$ cat config.mk
export PLATFORM = sky130hd
export DESIGN_NAME = pcm_serial_tx
export DESIGN_NICKNAME = d
export VERILOG_FILES = /design/src/rtl/pcm_serial_tx_pkg.sv /design/src/rtl/pcm_serial_tx_ctrl.sv /design/src/rtl/pcm_serial_tx_dp.sv /design/src/rtl/pcm_serial_tx.sv
export SDC_FILE = /design/constraint.sdc
export NUM_CORES = 1
export LEC_CHECK = 0
export ABC_CLOCK_PERIOD_IN_PS = 6700
export BUFFER_PORTS_ARGS = -buffer_cell sky130_fd_sc_hd__buf_2
export CAP_MARGIN = 20
export CORE_ASPECT_RATIO = 0.75
export CORE_UTILIZATION = 45
export DETAILED_ROUTE_END_ITERATION = 16
export PLACE_DENSITY = 0.64
export SYNTH_ARGS = -nofsm -noshare
export SYNTH_HDL_FRONTEND = slang
export SYNTH_SLANG_ARGS = --single-unit
$ cat constraint.sdc
create_clock -name clk -period 6.7 [get_ports clk]
set_clock_uncertainty 0.15 [all_clocks]
set_input_delay 1.34 -clock clk [delete_from_list [all_inputs] [get_ports clk]]
set_output_delay 1.34 -clock clk [all_outputs]
set_load 0.05 [all_outputs]
$ cat src/rtl/pcm_serial_tx_pkg.sv
package pcm_serial_tx_pkg;

  parameter int unsigned POS_W = 8;

  typedef enum logic [1:0] {
    FMT_RJ  = 2'b00,
    FMT_LJ  = 2'b01,
    FMT_I2S = 2'b10,
    FMT_DSP = 2'b11
  } fmt_e;

  // Strobes from the edge/position control to the datapath
  typedef struct packed {
    logic             drive;
    logic             frameStart;
    logic             isLeft;
    logic [POS_W-1:0] pos;
    logic [POS_W-1:0] halfLen;
  } strobe_t;

  function automatic logic [POS_W-1:0] wordBits(input logic [1:0] code, input fmt_e f);
    case (code)
      2'b00:   wordBits = POS_W'(16);
      2'b01:   wordBits = POS_W'(20);
      2'b10:   wordBits = POS_W'(24);
      default: wordBits = (f == FMT_RJ) ? POS_W'(24) : POS_W'(32);
    endcase
  endfunction

endpackage

$ cat src/rtl/pcm_serial_tx_ctrl.sv
module pcm_serial_tx_ctrl
  import pcm_serial_tx_pkg::*;
(
  input  logic    clk,
  input  logic    rstN,
  input  logic    bitClk,
  input  logic    wordClk,
  input  fmt_e    fmt,
  input  logic    lrAlt,
  input  logic    bitClkInv,
  output strobe_t strb
);

  localparam logic [POS_W-1:0] POS_MAX = {POS_W{1'b1}};
  localparam int unsigned SYNC_N = 2;

  logic [SYNC_N-1:0] bcSync, lrSync;
  logic bcNorm, bcPrev, driveEv;
  logic lr0, lr1, lr2;
  logic useDelayed, lrCur, lrPrv, curEff, prvEff;
  logic halfStart, frameStart, isLeft, isDsp;
  logic [POS_W-1:0] posReg, posNow, halfLenReg;

  always_ff @(posedge clk) begin
    if (!rstN) begin
      bcSync <= '0;
      lrSync <= '0;
      bcPrev <= 1'b0;
    end else begin
      bcSync <= {bcSync[SYNC_N-2:0], bitClk};
      lrSync <= {lrSync[SYNC_N-2:0], wordClk};
      bcPrev <= bcNorm;
    end
  end

  assign bcNorm  = bcSync[SYNC_N-1] ^ bitClkInv;
  assign driveEv = bcPrev & ~bcNorm;
  assign lr0     = lrSync[SYNC_N-1];
  assign isDsp   = (fmt == FMT_DSP);

  // I2S and early sync read the word clock one bit clock late
  assign useDelayed = (fmt == FMT_I2S) || (isDsp && !lrAlt);
  assign lrCur      = useDelayed ? lr1 : lr0;
  assign lrPrv      = useDelayed ? lr2 : lr1;
  assign curEff     = lrCur ^ (lrAlt & ~isDsp);
  assign prvEff     = lrPrv ^ (lrAlt & ~isDsp);

  always_comb begin
    if (isDsp) begin
      halfStart  = lrCur & ~lrPrv;
      frameStart = halfStart;
      isLeft     = 1'b1;
    end else begin
      halfStart  = curEff ^ prvEff;
      isLeft     = curEff ^ (fmt == FMT_I2S);
      frameStart = halfStart & isLeft;
    end
    if (halfStart)             posNow = '0;
    else if (posReg == POS_MAX) posNow = POS_MAX;
    else                       posNow = posReg + POS_W'(1);
  end

  always_ff @(posedge clk) begin
    if (!rstN) begin
      lr1        <= 1'b0;
      lr2        <= 1'b0;
      posReg     <= POS_MAX;
      halfLenReg <= '0;
    end else if (driveEv) begin
      lr1    <= lr0;
      lr2    <= lr1;
      posReg <= posNow;
      if (halfStart && !isDsp)
        halfLenReg <= (posReg == POS_MAX) ? POS_MAX : posReg + POS_W'(1);
    end
  end

  assign strb.drive      = driveEv;
  assign strb.frameStart = frameStart;
  assign strb.isLeft     = isLeft;
  assign strb.pos        = posNow;
  assign strb.halfLen    = halfLenReg;

endmodule

$ cat src/rtl/pcm_serial_tx_dp.sv
module pcm_serial_tx_dp
  import pcm_serial_tx_pkg::*;
#(
  parameter int unsigned SAMPLE_W = 32
) (
  input  logic                clk,
  input  logic                rstN,
  input  strobe_t             strb,
  input  fmt_e                fmt,
  input  logic [1:0]          wordLen,
  input  logic [SAMPLE_W-1:0] inLeft,
  input  logic [SAMPLE_W-1:0] inRight,
  input  logic                inValid,
  output logic                sdOut
);

  localparam int unsigned IDX_W = $clog2(SAMPLE_W);
  localparam logic [IDX_W-1:0] TOP_IDX = IDX_W'(SAMPLE_W - 1);

  logic [SAMPLE_W-1:0] pendL, pendR, actL, actR, curL, curR, curWord;
  logic [POS_W-1:0]    wlEff, q, k;
  logic                haveBit, bitNext;

  always_ff @(posedge clk) begin
    if (!rstN) begin
      pendL <= '0;
      pendR <= '0;
      actL  <= '0;
      actR  <= '0;
    end else begin
      if (inValid) begin
        pendL <= inLeft;
        pendR <= inRight;
      end
      if (strb.drive && strb.frameStart) begin
        actL <= pendL;
        actR <= pendR;
      end
    end
  end

  assign wlEff = wordBits(wordLen, fmt);
  assign curL  = strb.frameStart ? pendL : actL;
  assign curR  = strb.frameStart ? pendR : actR;

  always_comb begin
    haveBit = 1'b0;
    q       = '0;
    k       = '0;
    curWord = strb.isLeft ? curL : curR;
    case (fmt)
      FMT_DSP: begin
        if (strb.pos < wlEff) begin
          haveBit = 1'b1;
          q       = strb.pos;
          curWord = curL;
        end else if ({1'b0, strb.pos} < {wlEff, 1'b0}) begin
          haveBit = 1'b1;
          q       = strb.pos - wlEff;
          curWord = curR;
        end
      end
      FMT_RJ: begin
        if (strb.halfLen != '0 && strb.pos < strb.halfLen) begin
          k = strb.halfLen - POS_W'(1) - strb.pos;
          if (k < wlEff) begin
            haveBit = 1'b1;
            q       = wlEff - POS_W'(1) - k;
          end
        end
      end
      default: begin
        if (strb.pos < wlEff) begin
          haveBit = 1'b1;
          q       = strb.pos;
        end
      end
    endcase
    bitNext = haveBit & curWord[TOP_IDX - IDX_W'(q)];
  end

  always_ff @(posedge clk) begin
    if (!rstN)           sdOut <= 1'b0;
    else if (strb.drive) sdOut <= bitNext;
  end

  AST_HOLD_BETWEEN_EDGES: assert property (@(posedge clk) disable iff (!rstN)
    !strb.drive |=> $stable(sdOut));

  AST_PAD_LOW: assert property (@(posedge clk) disable iff (!rstN)
    (strb.drive && (fmt == FMT_LJ || fmt == FMT_I2S) && strb.pos >= wlEff) |=> !sdOut);

  AST_DSP_IDLE: assert property (@(posedge clk) disable iff (!rstN)
    (strb.drive && fmt == FMT_DSP && {1'b0, strb.pos} >= {wlEff, 1'b0}) |=> !sdOut);

  AST_RJ_LEAD: assert property (@(posedge clk) disable iff (!rstN)
    (strb.drive && fmt == FMT_RJ &&
     (strb.halfLen == '0 || ({1'b0, strb.pos} + {1'b0, wlEff} < {1'b0, strb.halfLen}))) |=> !sdOut);

endmodule

$ cat src/rtl/pcm_serial_tx.sv
module pcm_serial_tx
  import pcm_serial_tx_pkg::*;
#(
  parameter int unsigned SAMPLE_W = 32
) (
  input  logic                clk,
  input  logic                rstN,
  input  logic                bitClk,
  input  logic                wordClk,
  input  logic [1:0]          cfgFormat,
  input  logic [1:0]          cfgWordLen,
  input  logic                cfgLrAlt,
  input  logic                cfgBitClkInv,
  input  logic [SAMPLE_W-1:0] pairLeft,
  input  logic [SAMPLE_W-1:0] pairRight,
  input  logic                pairValid,
  output logic                serData
);

  fmt_e    fmt;
  strobe_t strb;

  assign fmt = fmt_e'(cfgFormat);

  pcm_serial_tx_ctrl u_ctrl (
    .clk       (clk),
    .rstN      (rstN),
    .bitClk    (bitClk),
    .wordClk   (wordClk),
    .fmt       (fmt),
    .lrAlt     (cfgLrAlt),
    .bitClkInv (cfgBitClkInv),
    .strb      (strb)
  );

  pcm_serial_tx_dp #(.SAMPLE_W(SAMPLE_W)) u_dp (
    .clk     (clk),
    .rstN    (rstN),
    .strb    (strb),
    .fmt     (fmt),
    .wordLen (cfgWordLen),
    .inLeft  (pairLeft),
    .inRight (pairRight),
    .inValid (pairValid),
    .sdOut   (serData)
  );

endmodule

==> impl_metrics.json, run 1 <==
{
  "setup_tns_ns": 0,
  "die_y_um": 118.8,
  "endpoint_kind": "flop",
  "rsz0062_at_grt": "no",
  "ys_async_sr_fraction_pct": 0,
  "hold_buffers": 0,
  "dp_slack_ns": -0.1243,
  "drv_cap": 0,
  "drt-initial-drc-count": 740,
  "ir_drop_v": 0.0001663,
  "antenna_left": 0,
  "use_met1_pct": 39.29,
  "p_clk_share_pct": 39.7,
  "setup_viol": 0,
  "yosysWarnings": 0,
  "max_slew_margin_pct": 47.92,
  "initial_core_util_pct": 46.19,
  "wl_per_cell_um": 17.69,
  "cp.arrival_ns": 6.55,
  "finalMaxSlewViolations": 0,
  "antenna_cells": 0,
  "synth_top_area_share_pct": 37.20,
  "drive_gt1_share_pct": 19.41,
  "synth_flop_cell": "dfxtp_1",
  "switching_share_pct": 29.82,
  "die_x_um": 157.7,
  "ys_top_cells_by_count": "194 x nand2_1, 152 x dfxtp_1, 87 x mux2i_1, 56 x a21oi_1, 48 x nor2_1",
  "clock_path_buffers": 2,
  "postCtsSetupRepairBufs": 0,
  "synthCells": 952,
  "hold_ws_ns": 0.2859,
  "antenna_found_initial": 0,
  "row_count": 42,
  "worst_pin_slew_ns": 0.7794,
  "gr-usage-met2_pct": 33.84,
  "cp_common_cell": "ha_1",
  "die_area_um2": 18730,
  "gp_congestion": 0.9565,
  "first_global_vias": 6444,
  "max_freq_ghz": 0.1571,
  "hold_violations": 0,
  "post-route-util_pct": 54.13,
  "grt_pass1_wl_um": 36130,
  "syn_avg_cell_area_um2": 8.593,
  "cts_buffers": 17,
  "worst-path-max-fanout": 11,
  "fin_crit_ns": 6.364,
  "grt.total_usage_pct": 25.31,
  "grt_remaining_overflow": 0,
  "worstSetupPathType": "primary input to flop",
  "ys_ff_latch": 152,
  "p_leak_uw": 0.003881,
  "synth_most_common_cell": "nand2_1",
  "fin_crit_sh_pct": 94.99,
  "synth_area_leaders": "dfxtp_1 37%, mux2i_1 11%, nand2_1 8.9%, ha_1 4.4%, nor2b_1 3.6%",
  "status": "completed",
  "combPwrFrac_pct": 19.4,
  "cts-root-buf": "clkbuf_16",
  "internal_power_uw": 1654,
  "wl_um": 22960,
  "critPathMaxStageDelay_ns": 0.45,
  "yosysTopAreaCell": "dfxtp_1",
  "synth_fp_nets": 1059,
  "pwr-share-seq_pct": 40.9,
  "core-area_um2": 17710,
  "clkTransAtPathRegs_ns": 0.06,
  "power_density_nw_per_um2": 245.9,
  "required_ns": 6.89,
  "crit_path_start_kind": "primary input",
  "top_usage_layer": "met1",
  "synth_cell_types": 82,
  "hp-class": "flop to flop",
  "cts_num_sinks": 152,
  "num_vias": 7161,
  "synthToLayoutAreaGrowth_pct": 17.18,
  "final_nets": 1150,
  "hpwl_um": 16630,
  "cp_slowest_cell": "fa_1",
  "worst_slack_ns": 0.3355,
  "clk_latency_ns": 0.43,
  "globalRouteMet3Util_pct": 6.014,
  "p_switching_uw": 702.8,
  "ys_seq_area_share_pct": 37.20,
  "via_per_inst": 5.517,
  "num-fill-cells": 1687,
  "syn_area_um2": 8180,
  "dr.pass1.iters": 5,
  "ios": 76,
  "io_buffers": 75,
  "post-route-drc-count": 0,
  "grt_max_degree": 71,
  "synth_edf_count": 0,
  "cts_tree": "built",
  "htree_num_levels": 4
}
cell usage in the layout, fill, tap and decap left out, types with 4 or more instances in the layout:
cell | netlist | layout
a21oi_1 | 56 | 56
nor3_1 | 8 | 8
nor2_1 | 48 | 47
a21boi_0 | 39 | 39
o21ai_0 | 22 | 21
inv_1 | 25 | 24
buf_2 | 9 | 74
mux2_2 | 14 | 14
mux2i_1 | 87 | 87
inv_6 | 0 | 5
o221ai_1 | 7 | 7
and2_1 | 5 | 5
clkbuf_16 | 0 | 17
a31oi_1 | 7 | 7
nand3_1 | 12 | 12
a21o_1 | 8 | 8
or3_1 | 7 | 7
nand2_1 | 194 | 193
or2_2 | 5 | 5
ha_1 | 29 | 29
xnor2_1 | 6 | 6
o211ai_1 | 13 | 13
o22ai_1 | 10 | 10
a211oi_1 | 7 | 7
o32a_1 | 6 | 6
dfxtp_1 | 152 | 152
a32oi_1 | 4 | 4
nor2b_1 | 47 | 47
buf_4 | 3 | 54
worst max-delay path: cells and delay by family:
| family | cells | cell delay (ns) |
|---|---|---|
| compound gates | 10 | 1.82 |
| mux | 2 | 0.58 |
| fa+ha+maj | 5 | 1.45 |
| simple gates | 5 | 0.87 |
| buf+inv | 3 | 0.33 |
| xor+xnor | 1 | 0.15 |
power groups by stage:
stage	clock network (uW)	registers, uW	logic (uW)
after CTS	951	963	449
after detailed placement	0	983	445
after floorplan	0	970	285
after global routing	989	967	494
final	937	964	456
after global placement	0	983	444
cell families after synthesis:
kind of cell / after synthesis / share of synthesized area (%)
multiplexers: 101 / 12.57
buffers and inverters: 85 / 5.246
AND/OR/NAND/NOR: 352 / 19.82
flip-flops: 152 / 37.20
AO/OA/AOI/OAI: 222 / 19.13
XOR/XNOR: 8 / 0.8566
adder cells (fa/ha/maj): 32 / 5.170
flip-flops by register name, summed over array words and instances, names as in the netlist:
register and cells:
u_ctrl.lrSync 2, u_ctrl.lr1 1, u_ctrl.posReg 8, u_dp.pendL 32, u_dp.pendR 32, u_ctrl.bcPrev 1, u_dp.actR 32, u_dp.actL 32
u_ctrl.halfLenReg 8, u_dp.sdOut 1, u_ctrl.bcSync 2, u_ctrl.lr2 1
timing repair:
action	4_1_cts	5_1_grt
endpoints found under the setup margin	0	1
gates resized for setup	0	2
hold endpoints to repair	0	0
final timing paths:
kind	startpoint	endpoint	slack, ns	depth (start not counted)
setup / recovery	cfgFormat[0]	u_dp.sdOut	0.34	26
hold reg to reg	u_ctrl.bcSync[0]	u_ctrl.bcSync[1]	0.29	1
hold / removal	u_ctrl.bcSync[0]	u_ctrl.bcSync[1]	0.29	1
setup reg to reg	u_ctrl.posReg[0]	u_dp.sdOut	1.45	22
metrics by stage:
| stage | instance area, um^2 | cells | power [uW] |
|---|---|---|---|
| floorplan | 8188 | 952 | 1255 |
| global route | 9585 | 1298 | 2450 |
| CTS | 9582 | 1298 | 2363 |
| finish | 9585 | 1298 | 2357 |
| detailed placement | 9015 | 1266 | 1428 |
| global placement | 9015 | 1266 | 1427 |
layout make-up:
| class | count | area, um^2 | share of cell area [%] |
|---|---|---|---|
| Inverter | 25 | 93.84 | 0.9790 |
| Tap cell | 242 | 302.8 | 3.159 |
| Clock buffer | 18 | 429.2 | 4.477 |
| Clock inverter | 14 | 137.6 | 1.436 |
| Multi-Input combinational cell | 715 | 4732 | 49.37 |
| Sequential cell | 152 | 3043 | 31.75 |
| Timing Repair Buffer | 132 | 847.1 | 8.837 |
metal layers:
metal,vias to the layer above,wire [um]
li1,3536,-
met1,3348,11900
met2,254,9103
met3,23,1685
met4,0,270
met5,-,0
(Power assumes the default switching activity.)
==> run 2: changes to the inputs <==
RECOVER_POWER = 50   (was not set)
==> run 2 against run 1 <==
Effect of this change:
- the run now ends with capacitance limit, slew limit left
- die area unchanged
- total power increased by 0.18%
- cell count unchanged
- count of clock-buffer cells in the layout unchanged
- critical path depth unchanged
- sequential cell count unchanged
- core utilization decreased by 0.099 points
- via count about the same
- routed wire length about the same
- worst hold slack about the same
- clock power about the same
- critical path type unchanged
==> impl_metrics.json, run 2 (synthesized netlist as in run 1, its figures left out) <==
{
  "finalMaxSlewViolations": 176,
  "worst-path-max-fanout": 11,
  "fin_crit_sh_pct": 95.04,
  "num_vias": 7165,
  "hpwl_um": 16630,
  "crit_path_start_kind": "primary input",
  "die_x_um": 157.7,
  "grt.total_usage_pct": 25.31,
  "grt_remaining_overflow": 0,
  "post-route-util_pct": 54.03,
  "cts_tree": "built",
  "hold_ws_ns": 0.2860,
  "violations": "capacitance limit, slew limit",
  "row_count": 42,
  "cts_buffers": 17,
  "hp-class": "flop to flop",
  "clock_path_buffers": 2,
  "globalRouteMet3Util_pct": 6.014,
  "rsz0062_at_grt": "no",
  "gr-usage-met2_pct": 33.84,
  "endpoint_kind": "flop",
  "power_density_nw_per_um2": 246.8,
  "postCtsSetupRepairBufs": 0,
  "required_ns": 6.88,
  "synthToLayoutAreaGrowth_pct": 16.96,
  "gp_congestion": 0.9565,
  "via_per_inst": 5.520,
  "hold_violations": 0,
  "setup_viol": 0,
  "max_slew_margin_pct": -108.0,
  "antenna_cells": 0,
  "dr.pass1.iters": 5,
  "cts-root-buf": "clkbuf_16",
  "antenna_left": 0,
  "io_buffers": 75,
  "top_usage_layer": "met1",
  "clk_latency_ns": 0.43,
  "clkTransAtPathRegs_ns": 0.06,
  "p_leak_uw": 0.003855,
  "worstSetupPathType": "primary input to flop",
  "layout_common_cells": "193 x nand2_1, 152 x dfxtp_1, 87 x mux2i_1",
  "htree_num_levels": 4,
  "initial_core_util_pct": 46.19,
  "status": "finished with violations",
  "grt_pass1_wl_um": 36130,
  "worst_pin_slew_ns": 3.121,
  "wl_per_cell_um": 17.70,
  "post-route-drc-count": 0,
  "cp.arrival_ns": 6.55,
  "drive_gt1_share_pct": 18.75,
  "hold_buffers": 0,
  "drv_cap": 4,
  "die_area_um2": 18730,
  "die_y_um": 118.8,
  "first_global_vias": 6444,
  "layout_commonest_cell": "nand2_1",
  "wl_um": 22980,
  "drt-initial-drc-count": 729,
  "fin_crit_ns": 6.367,
  "ir_drop_v": 0.0001666,
  "antenna_found_initial": 0,
  "final_nets": 1150,
  "ios": 76,
  "use_met1_pct": 39.29,
  "core-area_um2": 17710,
  "cts_num_sinks": 152,
  "max_freq_ghz": 0.1571,
  "grt_max_degree": 71
}
==> run 2: worst paths after layout <==
path	from	endpoint	slack [ns]	cells after the start
setup reg to reg	u_ctrl.posReg[0]	u_dp.sdOut	1.45	22
hold reg to reg	u_ctrl.bcSync[0]	u_ctrl.bcSync[1]	0.29	1
setup / recovery	cfgFormat[0]	u_dp.sdOut	0.33	26
hold / removal	u_ctrl.bcSync[0]	u_ctrl.bcSync[1]	0.29	1
==> run 2: cell type report <==
type / instances / area, um^2
tap: 242 / 302.8
inverter: 25 / 93.84
timing repair buffer: 132 / 829.5
fill: 1694 / 8142
multi-input combinational: 715 / 4732
clock buffer: 18 / 429.2
clock inverter: 14 / 137.6
sequential: 152 / 3043
==> run 2: routing by layer <==
metal  share of wire, %  routed length, um
met5                  0                  0
met4                1.2                282
met3                7.4               1689
met1                 52              11920
met2                 40               9085
==> run 2: where the power goes <==
group / switching, uW / total, uW / internal (uW)
clock: 416 / 937 / 521
sequential: 30.7 / 964 / 933
combinational: 256 / 460 / 204
==> run 2: through the flow <==
step                      setup WS, ns  area, um^2  cells  power [uW]  setup TNS (ns)
after floorplan                0.02387        8188    952        1255               0
after detailed placement       -0.1243        9015   1266        1428         -0.1243
final                           0.3327        9568   1298        2361               0
after global routing          0.002967        9568   1298        2454               0
after global placement         0.03055        9015   1266        1427               0
after CTS                       0.3079        9582   1298        2363               0
==> run 2: what timing repair did <==
action,CTS,global route
endpoints found under the setup margin,0,1
gates resized for setup,0,2
hold endpoints to repair,0,0
==> run 2: worst max-delay path: stages <==
cell     delay, ns
buf_2         0.09
inv_1         0.05
ha_1          0.21
a21oi_1       0.18
mux2_2        0.37
ha_1          0.29
nor2_1        0.05
a21oi_1       0.19
nand2_1       0.11
ha_1          0.22
fa_1          0.45
a21o_1        0.18
a21oi_1       0.16
xnor2_1       0.15
ha_1          0.28
a21o_1        0.18
a22oi_1       0.18
nand2_1       0.10
or3_4         0.39
o22ai_4       0.22
buf_6         0.19
mux2i_1       0.21
a311o_1       0.18
a31oi_1       0.04
and3_1        0.22
o41ai_2       0.31
==> run 3: changes to the inputs <==
ABC_AREA = 1   (was not set)
==> run 3 against run 2 <==
Effect of this change:
- the flow still finishes with violations (capacitance limit, slew limit)
- critical path depth rose by 11
- sequential cell count did not move
- count of clock-buffer cells in the layout did not move
- non-clock buffer count shrank 41
- synthesized area up 2.8%
- register-to-register slack worse by 0.30 ns
- largest cell class unchanged
==> impl_metrics.json, run 3 <==
{
  "status": "finished with violations",
  "violations": "capacitance limit, slew limit",
  "cp.arrival_ns": 6.39,
  "syn_area_um2": 8412,
  "die_y_um": 120.4,
  "row_count": 42,
  "htree_num_levels": 4,
  "layout_common_cells": "224 x nand2_1, 192 x nor2_1, 184 x o21ai_0",
  "drive_gt1_share_pct": 10.68,
  "hold_end": "u_ctrl.bcSync[1]",
  "core-area_um2": 17970,
  "worst_pin_slew_ns": 3.016,
  "ios": 76,
  "seq_area_um2": 3043,
  "fin_area_um2": 9473,
  "synth_most_common_cell": "nand2_1",
  "internal_power_uw": 1726,
  "ctsResizeCount": 0,
  "antenna_cells": 0,
  "p_switching_uw": 910.0,
  "drv_cap": 2,
  "antenna_found_initial": 0,
  "dpl-instance-area_um2": 8921,
  "critPathMaxStageDelay_ns": 0.41,
  "syn_avg_cell_area_um2": 6.561,
  "clock_path_buffers": 2,
  "fin_crit_sh_pct": 93.24,
  "combPwrFrac_pct": 26.3,
  "ys_seq_area_share_pct": 36.17,
  "fin_crit_ns": 6.247,
  "top_usage_layer": "met1",
  "cts_tree": "built",
  "hold_buffers": 0,
  "synthToLayoutAreaGrowth_pct": 12.61,
  "r2r-end": "u_dp.sdOut",
  "finalMaxSlewViolations": 148,
  "instances_no_fill": 1572,
  "gr-usage-met2_pct": 34.63,
  "crit_path_start_kind": "primary input",
  "clkTransAtPathRegs_ns": 0.07,
  "grt_remaining_overflow": 0,
  "num-fill-cells": 1864,
  "ys_ff_latch": 152,
  "final_nets": 1425,
  "rsz0062_at_grt": "no",
  "synth_fp_nets": 1389,
  "ys_top_cells_by_count": "225 x nand2_1, 192 x nor2_1, 184 x o21ai_0, 152 x dfxtp_1, 141 x inv_1",
  "rrSetupSlack_ns": 1.15,
  "p_clk_share_pct": 36.4,
  "ir_drop_v": 0.0001330,
  "cts_num_sinks": 152,
  "synthCells": 1282,
  "r2r.worst_path.cells": 32,
  "synth_flop_cell": "dfxtp_1",
  "hpwl_um": 17190,
  "r2r-start": "u_ctrl.posReg[0]",
  "synth_cell_types": 38,
  "layout_commonest_cell": "nand2_1",
  "wl_um": 24400,
  "dr.pass1.iters": 5,
  "power_density_nw_per_um2": 278.3,
  "endpoint_kind": "flop",
  "cp_common_cell": "inv_1",
  "via_per_inst": 5.205,
  "yosysTopAreaCell": "dfxtp_1",
  "critPathLaunch": "cfgFormat[0]",
  "hold_violations": 0,
  "worstHoldPathCells": 2,
  "p_leak_uw": 0.004479,
  "wl_per_cell_um": 15.52,
  "postCtsSetupRepairBufs": 0,
  "gp_congestion": 0.9133,
  "place_inst": 1541,
  "synth_area_leaders": "dfxtp_1 36%, o21ai_0 11%, nand2_1 10%, nor2_1 8.6%, a21oi_1 6.4%",
  "globalRouteMet3Util_pct": 5.214,
  "use_met1_pct": 43.43,
  "num_vias": 8182,
  "initial_core_util_pct": 46.80,
  "multi_input_comb_area_um2": 4504,
  "die_area_um2": 19250,
  "setup_viol": 0,
  "pwr-share-seq_pct": 37.3,
  "clk_latency_ns": 0.44,
  "worstSetupPathType": "primary input to flop",
  "setup_tns_ns": 0,
  "required_ns": 6.85,
  "post-route-drc-count": 0,
  "cp_slowest_cell": "fa_1",
  "worst-path-max-fanout": 14,
  "cts-root-buf": "clkbuf_16",
  "drt-initial-drc-count": 980,
  "ys_async_sr_fraction_pct": 0,
  "first_global_vias": 7457,
  "switching_share_pct": 34.52,
  "grt.total_usage_pct": 26.64,
  "yosysWarnings": 0,
  "hp-class": "flop to flop",
  "synth_top_area_share_pct": 36.17,
  "grt_max_degree": 98,
  "antenna_left": 0,
  "grt_pass1_wl_um": 40230,
  "hp-start": "u_ctrl.bcSync[0]",
  "cts_buffers": 17,
  "io_buffers": 75,
  "synth_edf_count": 0,
  "max_slew_margin_pct": -101.1,
  "die_x_um": 159.9,
  "max_freq_ghz": 0.1601
}
run 3: cell types whose count changed after synthesis, moves of 9 or more:
cell,delta
a211oi_1,+13
a21boi_0,-39
a21oi_1,+52
clkbuf_1,+26
inv_1,+116
mux2_2,-14
mux2i_1,-87
nand2_1,+31
nand3_1,+78
nor2_1,+144
nor2b_1,-47
o211ai_1,-10
o21ai_0,+162
o22ai_1,-9
run 3: worst max-delay path by stage:
| stage | endpoint | slack, ns | cells past startpoint |
|---|---|---|---|
| 5_1_grt | u_dp.sdOut | 0.09 | 37 |
| 6_report | u_dp.sdOut | 0.45 | 37 |
| 4_1_cts | u_dp.sdOut | 0.56 | 37 |
| 3_3_place_gp | u_dp.sdOut | 0.34 | 37 |
| 3_5_place_dp | u_dp.sdOut | 0.13 | 37 |
| 2_1_floorplan | u_dp.sdOut | 0.59 | 37 |
run 3: routing by layer:
metal	vias to the layer above	wire length, um
li1	4232	-
met1	3636	13620
met2	294	8899
met3	20	1672
met4	0	213
met5	-	0
run 3: cell families (layout without fill, tap and decap cells):
group / after synthesis / in the layout / synth area share [%]
and+or+nand+nor: 536 / 536 / 26.57
AOI/OAI and AO/OA: 328 / 328 / 20.82
buffers and inverters: 224 / 272 / 10.37
DFF: 152 / 152 / 36.17
adders and majority gates: 32 / 32 / 5.028
xor gates and xnor gates: 10 / 10 / 1.041
run 3: layout make-up:
cell class	count	area share, %
clock inverters	13	1.519
well taps	242	3.196
multi-input cells	906	47.55
inverters	150	5.944
clock buffers	18	4.530
repair buffers	91	5.138
flip-flops and latches	152	32.12
run 3: power by group through the flow:
stage	Combinational (uW)	Sequential [uW]	Clock [uW]
6_report	693	982	961
5_1_grt	785	988	1010
3_3_place_gp	684	1000	0
3_5_place_dp	677	1000	0
4_1_cts	682	981	973
2_1_floorplan	487	990	0
run 3: worst max-delay path, delay by kind of cell:
family                   cells  cell delay, ns
AO/OA/AOI/OAI                4            0.44
XOR/XNOR                     1            0.19
adder cells (fa/ha/maj)      6            1.73
buffers and inverters        9            0.84
AND/OR/NAND/NOR             17            1.88
run 3: stage by stage:
step                      utilization [%]  total power, uW  hold slack (ns)  setup WS (ns)
after floorplan                         -             1476           0.2405         0.5930
after global placement              49.64             1684           0.2439         0.3375
after detailed placement            49.64             1678           0.2546         0.1285
after CTS                           52.83             2636           0.2737         0.5618
after global routing                52.71             2787           0.2902        0.08783
final                               52.71             2636           0.2702         0.4527
